File: config.mk
export PLATFORM = sky130hd
export DESIGN_NAME = soft_tlb
export DESIGN_NICKNAME = d
export VERILOG_FILES = /design/src/rtl/stlb_pkg.sv /design/src/rtl/stlb_ctrl.sv /design/src/rtl/stlb_datapath.sv /design/src/rtl/soft_tlb.sv
export SDC_FILE = /design/constraint.sdc
export NUM_CORES = 2
export LEC_CHECK = 0
export BUFFER_PORTS_ARGS = -buffer_cell sky130_fd_sc_hd__buf_4
export CORE_ASPECT_RATIO = 0.75
export CORE_MARGIN = 4
export CORE_UTILIZATION = 50
export DETAILED_ROUTE_END_ITERATION = 10
export PLACE_DENSITY = 0.66
export SKIP_LAST_GASP = 1
export SLEW_MARGIN = 20
export SYNTH_ARGS = -nofsm -noshare
export SYNTH_HDL_FRONTEND = slang
export SYNTH_SLANG_ARGS = --single-unit
File: constraint.sdc
create_clock -name clk -period 5.34 [get_ports clk]
set_input_delay 0.534 -clock clk [delete_from_list [all_inputs] [get_ports clk]]
set_output_delay 0.534 -clock clk [all_outputs]
set_load 0.01 [all_outputs]
File: src/rtl/stlb_pkg.sv
package stlb_pkg;

  localparam logic [2:0] ADDR_CTRL   = 3'd0;
  localparam logic [2:0] ADDR_EPN    = 3'd1;
  localparam logic [2:0] ADDR_ASID   = 3'd2;
  localparam logic [2:0] ADDR_L1BASE = 3'd3;
  localparam logic [2:0] ADDR_SEG    = 3'd4;
  localparam logic [2:0] ADDR_RPN    = 3'd5;

  localparam int CTRL_IDX_LSB    = 8;
  localparam int CTRL_RSV_BIT    = 27;
  localparam int CTRL_ASSIST_BIT = 26;
  localparam logic [31:0] CTRL_RESET = 32'h0400_0000;

  // bits kept by the page number register: page, valid flag, ID
  localparam logic [31:0] EPN_KEEP = 32'hFFFF_F20F;

  typedef enum logic [1:0] {
    PG_4K   = 2'd0,
    PG_16K  = 2'd1,
    PG_512K = 2'd2,
    PG_8M   = 2'd3
  } pgSize_e;

  typedef struct packed {
    logic wrCtrl;
    logic wrEpn;
    logic wrAsid;
    logic wrL1;
    logic wrSeg;
    logic wrRpn;
  } strobe_t;

  typedef struct packed {
    logic        vld;
    logic [19:0] vpn;
    logic [3:0]  asid;
    pgSize_e     size;
    logic [19:0] ppn;
    logic        guarded;
    logic        wt;
  } entry_t;

  // page-number bits that come from the effective address for a size
  function automatic logic [19:0] pageMask(input pgSize_e sz);
    case (sz)
      PG_16K:  return 20'h0_0003;
      PG_512K: return 20'h0_007F;
      PG_8M:   return 20'h0_07FF;
      default: return 20'h0_0000;
    endcase
  endfunction

endpackage

File: src/rtl/stlb_ctrl.sv
module stlb_ctrl
  import stlb_pkg::*;
#(
  parameter int NUM_SLOTS = 32,
  parameter int RSV_SLOTS = 4,
  parameter int IDX_W     = $clog2(NUM_SLOTS)
) (
  input  logic             clk,
  input  logic             rstN,
  input  logic             regWrEn,
  input  logic [2:0]       regAddr,
  input  logic             rsvIn,
  input  logic             assistIn,
  input  logic [IDX_W-1:0] idxIn,
  output strobe_t          strb,
  output logic [IDX_W-1:0] loadIdx,
  output logic             assistOn,
  output logic [31:0]      ctrlWord
);

  localparam logic [IDX_W-1:0] LAST_IDX = IDX_W'(NUM_SLOTS - 1);
  localparam logic [IDX_W-1:0] FIRST_FREE = IDX_W'(RSV_SLOTS);

  logic reserveOn;

  always_comb begin
    strb = '0;
    if (regWrEn) begin
      case (regAddr)
        ADDR_CTRL:   strb.wrCtrl = 1'b1;
        ADDR_EPN:    strb.wrEpn  = 1'b1;
        ADDR_ASID:   strb.wrAsid = 1'b1;
        ADDR_L1BASE: strb.wrL1   = 1'b1;
        ADDR_SEG:    strb.wrSeg  = 1'b1;
        ADDR_RPN:    strb.wrRpn  = 1'b1;
        default:     strb = '0;
      endcase
    end
  end

  function automatic logic [IDX_W-1:0] advanceIdx(input logic [IDX_W-1:0] cur,
                                                  input logic rsv);
    logic [IDX_W-1:0] nxt;
    nxt = (cur == LAST_IDX) ? '0 : cur + 1'b1;
    if (rsv && (nxt < FIRST_FREE)) nxt = FIRST_FREE;
    return nxt;
  endfunction

  always_ff @(posedge clk or negedge rstN) begin
    if (!rstN) begin
      loadIdx   <= '0;
      reserveOn <= CTRL_RESET[CTRL_RSV_BIT];
      assistOn  <= CTRL_RESET[CTRL_ASSIST_BIT];
    end else if (strb.wrCtrl) begin
      loadIdx   <= idxIn;
      reserveOn <= rsvIn;
      assistOn  <= assistIn;
    end else if (strb.wrRpn) begin
      loadIdx   <= advanceIdx(loadIdx, reserveOn);
    end
  end

  always_comb begin
    ctrlWord = '0;
    ctrlWord[CTRL_RSV_BIT]          = reserveOn;
    ctrlWord[CTRL_ASSIST_BIT]       = assistOn;
    ctrlWord[CTRL_IDX_LSB +: IDX_W] = loadIdx;
  end

  AST_IDX_CLEAR_OF_RSV: assert property (@(posedge clk) disable iff (!rstN)
    (strb.wrRpn && reserveOn) |=> (loadIdx >= FIRST_FREE));

  AST_IDX_MOVES_ON_COMMIT: assert property (@(posedge clk) disable iff (!rstN)
    strb.wrRpn |=> (loadIdx != $past(loadIdx)));

endmodule

File: src/rtl/stlb_datapath.sv
module stlb_datapath
  import stlb_pkg::*;
#(
  parameter int NUM_SLOTS = 32,
  parameter int IDX_W     = $clog2(NUM_SLOTS)
) (
  input  logic             clk,
  input  logic             rstN,
  input  strobe_t          strb,
  input  logic [2:0]       regAddr,
  input  logic [31:0]      regWrData,
  input  logic [IDX_W-1:0] loadIdx,
  input  logic             assistOn,
  input  logic [31:0]      ctrlWord,
  input  logic             lkValid,
  input  logic [31:0]      lkAddr,
  output logic [31:0]      regRdData,
  output logic             hitValid,
  output logic             hit,
  output logic [31:0]      realAddr,
  output logic             attrGuarded,
  output logic             attrWriteThru
);

  logic [31:0] epnReg;
  logic [3:0]  asidReg;
  logic [31:0] l1Reg;
  logic [31:0] segReg;
  logic [31:0] rpnReg;

  entry_t slots [NUM_SLOTS];
  entry_t newEnt;

  logic [NUM_SLOTS-1:0] matchVec;
  logic                 anyMatch;
  logic [IDX_W-1:0]     selIdx;
  logic [19:0]          selMask;
  logic [19:0]          selPage;

  // ---------------- held registers ----------------
  always_ff @(posedge clk or negedge rstN) begin
    if (!rstN) begin
      epnReg  <= '0;
      asidReg <= '0;
      l1Reg   <= '0;
      segReg  <= '0;
      rpnReg  <= '0;
    end else begin
      if (strb.wrEpn)
        epnReg <= regWrData & EPN_KEEP;
      else if (lkValid && !anyMatch)
        epnReg[31:12] <= lkAddr[31:12];
      if (strb.wrAsid) asidReg <= regWrData[3:0];
      if (strb.wrL1)   l1Reg   <= regWrData;
      if (strb.wrSeg)  segReg  <= regWrData;
      if (strb.wrRpn)  rpnReg  <= regWrData;
    end
  end

  // ---------------- entry build and commit ----------------
  always_comb begin
    newEnt.vld     = epnReg[9] & segReg[0];
    newEnt.vpn     = epnReg[31:12];
    newEnt.asid    = epnReg[3:0];
    newEnt.ppn     = regWrData[31:12];
    newEnt.guarded = segReg[4];
    newEnt.wt      = segReg[1];
    case (segReg[3:2])
      2'b11:   newEnt.size = PG_8M;
      2'b01:   newEnt.size = PG_512K;
      default: newEnt.size = regWrData[3] ? PG_16K : PG_4K;
    endcase
  end

  always_ff @(posedge clk or negedge rstN) begin
    if (!rstN) begin
      for (int s = 0; s < NUM_SLOTS; s++) slots[s] <= '0;
    end else if (strb.wrRpn) begin
      slots[loadIdx] <= newEnt;
    end
  end

  // ---------------- associative compare ----------------
  for (genvar s = 0; s < NUM_SLOTS; s++) begin : g_cmp
    logic [19:0] cmpMask;
    assign cmpMask     = pageMask(slots[s].size);
    assign matchVec[s] = slots[s].vld && (slots[s].asid == asidReg) &&
                         (((slots[s].vpn ^ lkAddr[31:12]) & ~cmpMask) == 20'd0);
  end

  always_comb begin
    selIdx = '0;
    for (int s = NUM_SLOTS - 1; s >= 0; s--) begin
      if (matchVec[s]) selIdx = IDX_W'(s);
    end
  end

  assign anyMatch = |matchVec;
  assign selMask  = pageMask(slots[selIdx].size);
  assign selPage  = (slots[selIdx].ppn & ~selMask) | (lkAddr[31:12] & selMask);

  always_ff @(posedge clk or negedge rstN) begin
    if (!rstN) begin
      hitValid      <= 1'b0;
      hit           <= 1'b0;
      realAddr      <= '0;
      attrGuarded   <= 1'b0;
      attrWriteThru <= 1'b0;
    end else begin
      hitValid <= lkValid;
      if (lkValid && anyMatch) begin
        hit           <= 1'b1;
        realAddr      <= {selPage, lkAddr[11:0]};
        attrGuarded   <= slots[selIdx].guarded;
        attrWriteThru <= slots[selIdx].wt;
      end else begin
        hit           <= 1'b0;
        realAddr      <= '0;
        attrGuarded   <= 1'b0;
        attrWriteThru <= 1'b0;
      end
    end
  end

  // ---------------- register read with walk assist ----------------
  always_comb begin
    case (regAddr)
      ADDR_CTRL:   regRdData = ctrlWord;
      ADDR_EPN:    regRdData = epnReg;
      ADDR_ASID:   regRdData = {28'd0, asidReg};
      ADDR_L1BASE: regRdData = assistOn ? {l1Reg[31:12], epnReg[31:22], 2'b00} : l1Reg;
      ADDR_SEG:    regRdData = assistOn ? {segReg[31:12], epnReg[21:12], 2'b00} : segReg;
      ADDR_RPN:    regRdData = rpnReg;
      default:     regRdData = '0;
    endcase
  end

  AST_MISS_CAPTURES_PAGE: assert property (@(posedge clk) disable iff (!rstN)
    (hitValid && !hit && !$past(strb.wrEpn)) |-> (epnReg[31:12] == $past(lkAddr[31:12])));

  AST_OFFSET_PASSES: assert property (@(posedge clk) disable iff (!rstN)
    hit |-> (realAddr[11:0] == $past(lkAddr[11:0])));

  AST_NO_RESULT_WITHOUT_REQ: assert property (@(posedge clk) disable iff (!rstN)
    !hitValid |-> (!hit && !attrGuarded && !attrWriteThru));

endmodule

File: src/rtl/soft_tlb.sv
module soft_tlb
  import stlb_pkg::*;
#(
  parameter int NUM_SLOTS = 32,
  parameter int RSV_SLOTS = 4
) (
  input  logic        clk,
  input  logic        rstN,
  input  logic        regWrEn,
  input  logic [2:0]  regAddr,
  input  logic [31:0] regWrData,
  output logic [31:0] regRdData,
  input  logic        lkValid,
  input  logic [31:0] lkAddr,
  output logic        hitValid,
  output logic        hit,
  output logic [31:0] realAddr,
  output logic        attrGuarded,
  output logic        attrWriteThru
);

  localparam int IDX_W = $clog2(NUM_SLOTS);

  strobe_t          strb;
  logic [IDX_W-1:0] loadIdx;
  logic             assistOn;
  logic [31:0]      ctrlWord;

  stlb_ctrl #(
    .NUM_SLOTS(NUM_SLOTS),
    .RSV_SLOTS(RSV_SLOTS),
    .IDX_W    (IDX_W)
  ) ctrl_i (
    .clk      (clk),
    .rstN     (rstN),
    .regWrEn  (regWrEn),
    .regAddr  (regAddr),
    .rsvIn    (regWrData[CTRL_RSV_BIT]),
    .assistIn (regWrData[CTRL_ASSIST_BIT]),
    .idxIn    (regWrData[CTRL_IDX_LSB +: IDX_W]),
    .strb     (strb),
    .loadIdx  (loadIdx),
    .assistOn (assistOn),
    .ctrlWord (ctrlWord)
  );

  stlb_datapath #(
    .NUM_SLOTS(NUM_SLOTS),
    .IDX_W    (IDX_W)
  ) dp_i (
    .clk           (clk),
    .rstN          (rstN),
    .strb          (strb),
    .regAddr       (regAddr),
    .regWrData     (regWrData),
    .loadIdx       (loadIdx),
    .assistOn      (assistOn),
    .ctrlWord      (ctrlWord),
    .lkValid       (lkValid),
    .lkAddr        (lkAddr),
    .regRdData     (regRdData),
    .hitValid      (hitValid),
    .hit           (hit),
    .realAddr      (realAddr),
    .attrGuarded   (attrGuarded),
    .attrWriteThru (attrWriteThru)
  );

endmodule

Yosys cells after proc, flatten, opt, wreduce, memory -nomap -nowiden
Cells that the tools add are included. W data, S select, Z words.

Add/sub/neg operators: 1. Magnitude comparators: 4. Eq/ne operators: 139. Muxes and demuxes: 93. Bitwise gates (word level): 103. Reductions and logical operators: 105.

Operator list (number): $bwmux W1568 (1); $pmux W11 S3 (33); $and A20 B20 Y20 (33); $not A11 Y20 (33); $logic_not A20 Y1 (32); $xor A20 B20 Y20 (32); $bmux W49 S5 (1); $demux W49 S5 (1); $pmux W32 S6 (1); $mux W5 (36); $eq A2 B2 Y1 const B (67); $eq A4 B4 Y1 (32); $eq A2 B1 Y1 const B (34); $logic_and A1 B1 Y1 (68); $mux W49 (1); $mux W24 (2); $mux W20 (2); $mux W32 (1); $reduce_or A32 Y1 (1); $mux W12 (2); $and A20 B11 Y20 (1); $or A20 B20 Y20 (1); $ge A6 B6 Y1 const B (2); $not A5 Y6 (2); 14 further kinds (26).

Bits in registers: 1736. Input bits: 71. Logic and storage cells: 683.

Longest topological paths before layout
Word-level depth: 48. Depth in mapped cells: 22.

Cells and area by module
From an unflattened synthesis, not the netlist that was laid out.

Cell total of the unflattened synthesis: 7138. Area total of the unflattened synthesis: 85269.3 um2.

Modules (own cells, without submodules): stlb_datapath (instances 1, cells an instance 7053, area an instance 84512.3 um2, sequential area each 43266.5 um2); stlb_ctrl (instances 1, cells an instance 85, area an instance 757.0 um2, sequential area each 176.4 um2).

Worst setup path before layout
No wires, ideal clock.

Kind: input to register. From: input lkAddr[23]. To: register dp_i.realAddr[22]. Library setup time: 78 ps. Arrival time: 4125 ps. Required time: 5262 ps. Setup slack: 1137 ps. Cell stages on the path: 18. Cell sequence: buf_2 > buf_2 > buf_2 > xor2_1 > nor4_1 > nand3_1 > a2111o_1 > and4_1 > a32oi_2 > o41a_1 > buf_6 > mux2_4 > a311oi_1 > a31o_2 > nand4_1 > o21a_2 > a211o_1 > a21oi_1.

Word-level cells in the longest chain between the ends: 46.

RTL lines: from (decl) (RTL line soft_tlb.sv:14) `input logic [31:0] lkAddr,`; $xor A20 B20 Y20 (RTL line stlb_datapath.sv:88) `(((slots[s].vpn ^ lkAddr[31:12]) & ~cmpMask) == 20'd0);`; $and A20 B20 Y20 (RTL line stlb_datapath.sv:88); $logic_not A20 Y1 (RTL line stlb_datapath.sv:88); $logic_and A1 B1 Y1 (RTL line stlb_datapath.sv:87) `assign matchVec[s] = slots[s].vld && (slots[s].asid == asidReg) &&`; $mux W5 (32 in a row) (RTL line stlb_datapath.sv:94) `if (matchVec[s]) selIdx = IDX_W'(s);`; $not A5 Y6 (implied by the code) (RTL line stlb_datapath.sv:99, stlb_datapath.sv:100); $bmux W49 S5 (RTL line stlb_datapath.sv:99, stlb_datapath.sv:100); $mux W24 (implied by the code) (2 in a row) (RTL line stlb_datapath.sv:99) `assign selMask = pageMask(slots[selIdx].size);`; $eq A2 B2 Y1 / $eq A2 B1 Y1 (equally long branches) (RTL line stlb_pkg.sv:46) `case (sz)`; $pmux W11 S3 (RTL line stlb_pkg.sv:46); $not A11 Y20 (RTL line stlb_datapath.sv:100) `assign selPage = (slots[selIdx].ppn & ~selMask) | (lkAddr[31:12] & selMask);`; $and A20 B20 Y20 (RTL line stlb_datapath.sv:100); $or A20 B20 Y20 (RTL line stlb_datapath.sv:100); $mux W32 * (RTL line stlb_datapath.sv:111) `if (lkValid && anyMatch) begin`; to (signal assigned) (RTL line stlb_datapath.sv:113) `realAddr <= {selPage, lkAddr[11:0]};`; to (decl) (RTL line stlb_datapath.sv:20) `output logic [31:0] realAddr,`.

Every way passes the cells marked *; elsewhere a longest branch is shown, timed or not. The select of a mux whose other input is x is not followed. A chain may end at the register's enable or synchronous reset.

Worst setup path in the final report
From: register dp_i.asidReg[1]. To: register dp_i.realAddr[15].

Word-level cells in the longest chain between the ends: 45.

RTL lines: from (decl) (RTL line stlb_datapath.sv:26) `logic [3:0] asidReg;`; from (signal assigned) (RTL line stlb_datapath.sv:53) `if (strb.wrAsid) asidReg <= regWrData[3:0];`; $eq A4 B4 Y1 (RTL line stlb_datapath.sv:87); $logic_and A1 B1 Y1 (2 in a row) (RTL line stlb_datapath.sv:87); $mux W5 (32 in a row) (RTL line stlb_datapath.sv:94); $not A5 Y6 (implied by the code) (RTL line stlb_datapath.sv:99, stlb_datapath.sv:100); $bmux W49 S5 (RTL line stlb_datapath.sv:99, stlb_datapath.sv:100); $mux W24 (implied by the code) (2 in a row) (RTL line stlb_datapath.sv:99); $eq A2 B2 Y1 / $eq A2 B1 Y1 (equally long branches) (RTL line stlb_pkg.sv:46); $pmux W11 S3 (RTL line stlb_pkg.sv:46); $not A11 Y20 (RTL line stlb_datapath.sv:100); $and A20 B20 Y20 (RTL line stlb_datapath.sv:100); $or A20 B20 Y20 (RTL line stlb_datapath.sv:100); $mux W32 * (RTL line stlb_datapath.sv:111).

Marked as above.

==> results.yml <==
detailed_routing:
  viasPerCell: 6.27
  drtPass1Iterations: 5
  ant_nets: 0
  routed_wl_um: 289000
  num_vias: 60100
  drt_iter0_drc: 6323
  wire_per_inst_um: 30.1
  post-route-drc-count: 0
worst_setup_path:
  start_kind: "register"
  required_ns: 6.09
  crit_path_end_kind: "register"
  worst-setup-path-type: "reg -> reg"
  path_cells: "buf_12 -> buf_4 -> xor2_1 -> or4_1 -> nor4_1 -> nand3b_1 -> buf_4 -> and2_1 -> buf_4 -> a41oi_1 -> buf_4 -> o21bai_1 -> a21oi_4 -> nor2_4 -> buf_12 -> or2_0 -> buf_4 -> o221a_2 -> o211a_1 -> nor4_2 -> nand3_1 -> a21oi_1"
  crit_fanout: 13
  worst_path_dominant_cell_family: "simple AND/OR/NAND/NOR gates"
  crit_buf_inv: 7
  slowest_stage: "or4_1"
  cp.arrival_ns: 6.05
  cp_common_cell: "buf_4"
  cpPeakStageDelay_ns: 0.51
synth:
  synthArstFlopShare_pct: 100
  syn_nets: 7010
  synthCells: 6934
  syn_avg_cell_area_um2: 12.2
  ys_ff_latch: 1736
  yosysTopAreaCellShare_pct: 51.2
  seq_area_frac_synth_pct: 51.3
  synth-warning-count: 0
  synth_edf_count: 0
  yosysTopAreaCell: "dfrtp_1"
  synth_ff_type: "dfrtp_1"
  synth_area_leaders: "dfrtp_1 51%, mux2_2 22%, xnor2_1 5.4%"
  ys_types: 93
  synth_area_um2: 84700
pwr:
  peakVddDrop_mv: 0.355
  swShare_pct: 28.6
  combPwrFrac_pct: 17.5
  power_mw: 34.4
  power_density_nw_per_um2: 355
  p_switching_mw: 9.83
  p_clk_share_pct: 36.3
  seqPwrFrac_pct: 46.3
  intPower_mw: 24.5
  p_leak_nw: 46.2
sta:
  tightest_slew_ns: 1.25
  final.period_utilization_pct: 99.4
  fmax_mhz: 188
  finalSetupViolCount: 0
  finalMaxSlewViolations: 0
  setup-tns-final_ns: 0
  fin_crit_ns: 5.31
  hold_ws_ns: 0.138
  finalClockSkew_ns: 0.0372
  slew_headroom_pct: 16.8
  finalWorstSetupSlack_ns: 0.0341
  final_hold_viol_count: 0
global_route:
  grt_pass1_wl_um: 420000
  track_usage_pct: 32.4
  grt_pass1_vias: 59300
  grt_max_degree: 174
  grt_overflow_total: 0
  grt_antenna_before_repair: 32
place:
  dp_hpwl_um: 188000
  place_inst: 9232
  portBuffers: 138
  gp_congestion: 0.974
  post-place-ws_ns: -0.739
  dpl_cell_area_um2: 90600
clock_tree:
  tritoncts: "yes"
  cts-root-buf: "clkbuf_16"
  clockBufferDepth: 3
  htreeDepth: 4
  clock_sinks: 1736
  worst_skew_pair.late_latency_ns: 0.84
  clkTransAtPathRegs_ns: 0.07
  cts_inserted_buffers: 173
layout:
  postLayoutCellArea_um2: 96800
  drive_above_1_share_pct: 36.4
  stdcell_count: 9589
  area_delta_synth_final_pct: 14.2
  fin_util_pct: 57.6
  nets: 7269
die:
  coreArea_um2: 168000
  die_area_um2: 176000
  start_util_pct: 50.4
  pin_count: 139
  die_w_um: 483
  row_count: 130
  die_h_um: 365
run:
  maxCapViolations: 0
hold_path:
  hold_path.class: "in -> reg"
outcome:
  status: "completed"
[worst reg2reg max path: stages, from the launching register on]
cell      delay [ns]
dfrtp_2         0.42
buf_12          0.16
buf_4           0.26
xor2_1          0.24
or4_1           0.51
nor4_1          0.28
nand3b_1        0.15
buf_4           0.20
and2_1          0.15
buf_4           0.13
a41oi_1         0.23
buf_4           0.15
o21bai_1        0.09
a21oi_4         0.25
nor2_4          0.07
buf_12          0.17
or2_0           0.36
buf_4           0.21
o221a_2         0.28
o211a_1         0.14
nor4_2          0.46
nand3_1         0.14
a21oi_1         0.14
[power groups by stage]
stage / logic, mW / clock network [mW] / registers (mW)
CTS: 5.91 / 12.6 / 15.9
global route: 6.41 / 13.1 / 16.0
floorplan: 3.86 / 0 / 15.7
finish: 6.00 / 12.5 / 15.9
global placement: 5.72 / 0 / 16.0
detailed placement: 5.84 / 0 / 16.1
[Yosys cell counts (14+ instances only)]
cell / n
o211ai_1: 19
nand3_1: 121
nand4_1: 159
xnor2_1: 525
a211oi_1: 49
buf_6: 32
o21ai_0: 195
a221oi_1: 31
a21oi_1: 111
inv_1: 34
xor2_1: 245
a22o_1: 25
nor2_1: 70
nand2_1: 607
a31oi_1: 23
and3_1: 20
nor3_1: 35
and2_1: 32
o22ai_1: 25
o221ai_1: 14
o21a_1: 21
buf_1: 164
dfrtp_1: 1735
mux2_2: 1628
a221o_1: 19
buf_4: 50
nor4b_1: 17
mux2i_1: 251
clkbuf_1: 254
nor4_1: 92
buf_2: 82
or4_1: 27
[final cells by class]
cell class | instances | area [um^2]
fill | 13700 | 71300
sequential | 1736 | 43500
multi-input combinational | 4580 | 38800
timing repair buffer | 666 | 5790
clock buffer | 268 | 5220
tap | 2244 | 2810
clock inverter | 42 | 504
inverter | 36 | 135
antenna | 17 | 42.5
[registers in the layout (all words and copies together) (netlist names), 4 cells and up]
name            count
dp_i.slots       1568
dp_i.segReg        32
dp_i.rpnReg        32
ctrl_i.loadIdx      5
dp_i.epnReg        25
dp_i.realAddr      32
dp_i.l1Reg         32
dp_i.asidReg        4
[logic make-up after synthesis]
family / Yosys count / synth area share (%)
AOI/OAI and AO/OA: 662 / 5.34
and+or+nand+nor: 1262 / 7.37
adders and majority gates: 5 / 0.0738
buffers and inverters: 618 / 3.36
muxes: 1881 / 24.6
xor gates and xnor gates: 770 / 7.96
DFF: 1736 / 51.3
[cells in the final DEF (no fill, tap or decap), types with 56 or more instances in the layout]
cell       netlist  final
nand2_1        607    571
nor2_1          70     67
buf_12           0     56
o21ai_0        195    194
clkbuf_16        0    177
a21oi_1        111    110
buf_4           50    582
xnor2_1        525    525
mux2_2        1628   1628
nor4_1          92     86
xor2_1         245    245
nand4_1        159    159
dfrtp_1       1735   1706
nand3_1        121    121
mux2i_1        251    250
[worst paths after layout]
path	startpoint	endpoint	slack (ns)	cells after the start
setup / recovery	dp_i.asidReg[1]$_DFFE_PN0P_	dp_i.realAddr[15]$_DFF_PN0_	0.03	22
hold / removal	regWrData[29]	dp_i.rpnReg[29]$_DFFE_PN0P_	0.14	3
setup reg to reg	dp_i.asidReg[1]$_DFFE_PN0P_	dp_i.realAddr[15]$_DFF_PN0_	0.03	22
hold reg to reg	dp_i.rpnReg[15]$_DFFE_PN0P_	dp_i.rpnReg[15]$_DFFE_PN0P_	0.48	2
max in group asynchronous	rstN	dp_i.slots[670]$_DFFE_PN0P_	3.16	3
min in group asynchronous	rstN	dp_i.slots[875]$_DFFE_PN0P_	0.37	2
[layer usage]
metal,GRT usage [%],up-vias,wire length (um)
met4,13.4,8,12300
met3,6.92,585,27300
li1,-,25100,-
met1,47.5,31500,127000
met5,0,-,55
met2,46.9,2908,122000
[timing repair]
item / 4_1_cts / 5_1_grt
endpoints found under the setup margin: 9 / 15
resized for setup: 4 / 8
buffers inserted: 0 / 4
pin swaps: 0 / 1
hold endpoints to repair: 165 / 0
hold buffers: 26 / 0
(Power assumes the default switching activity.)
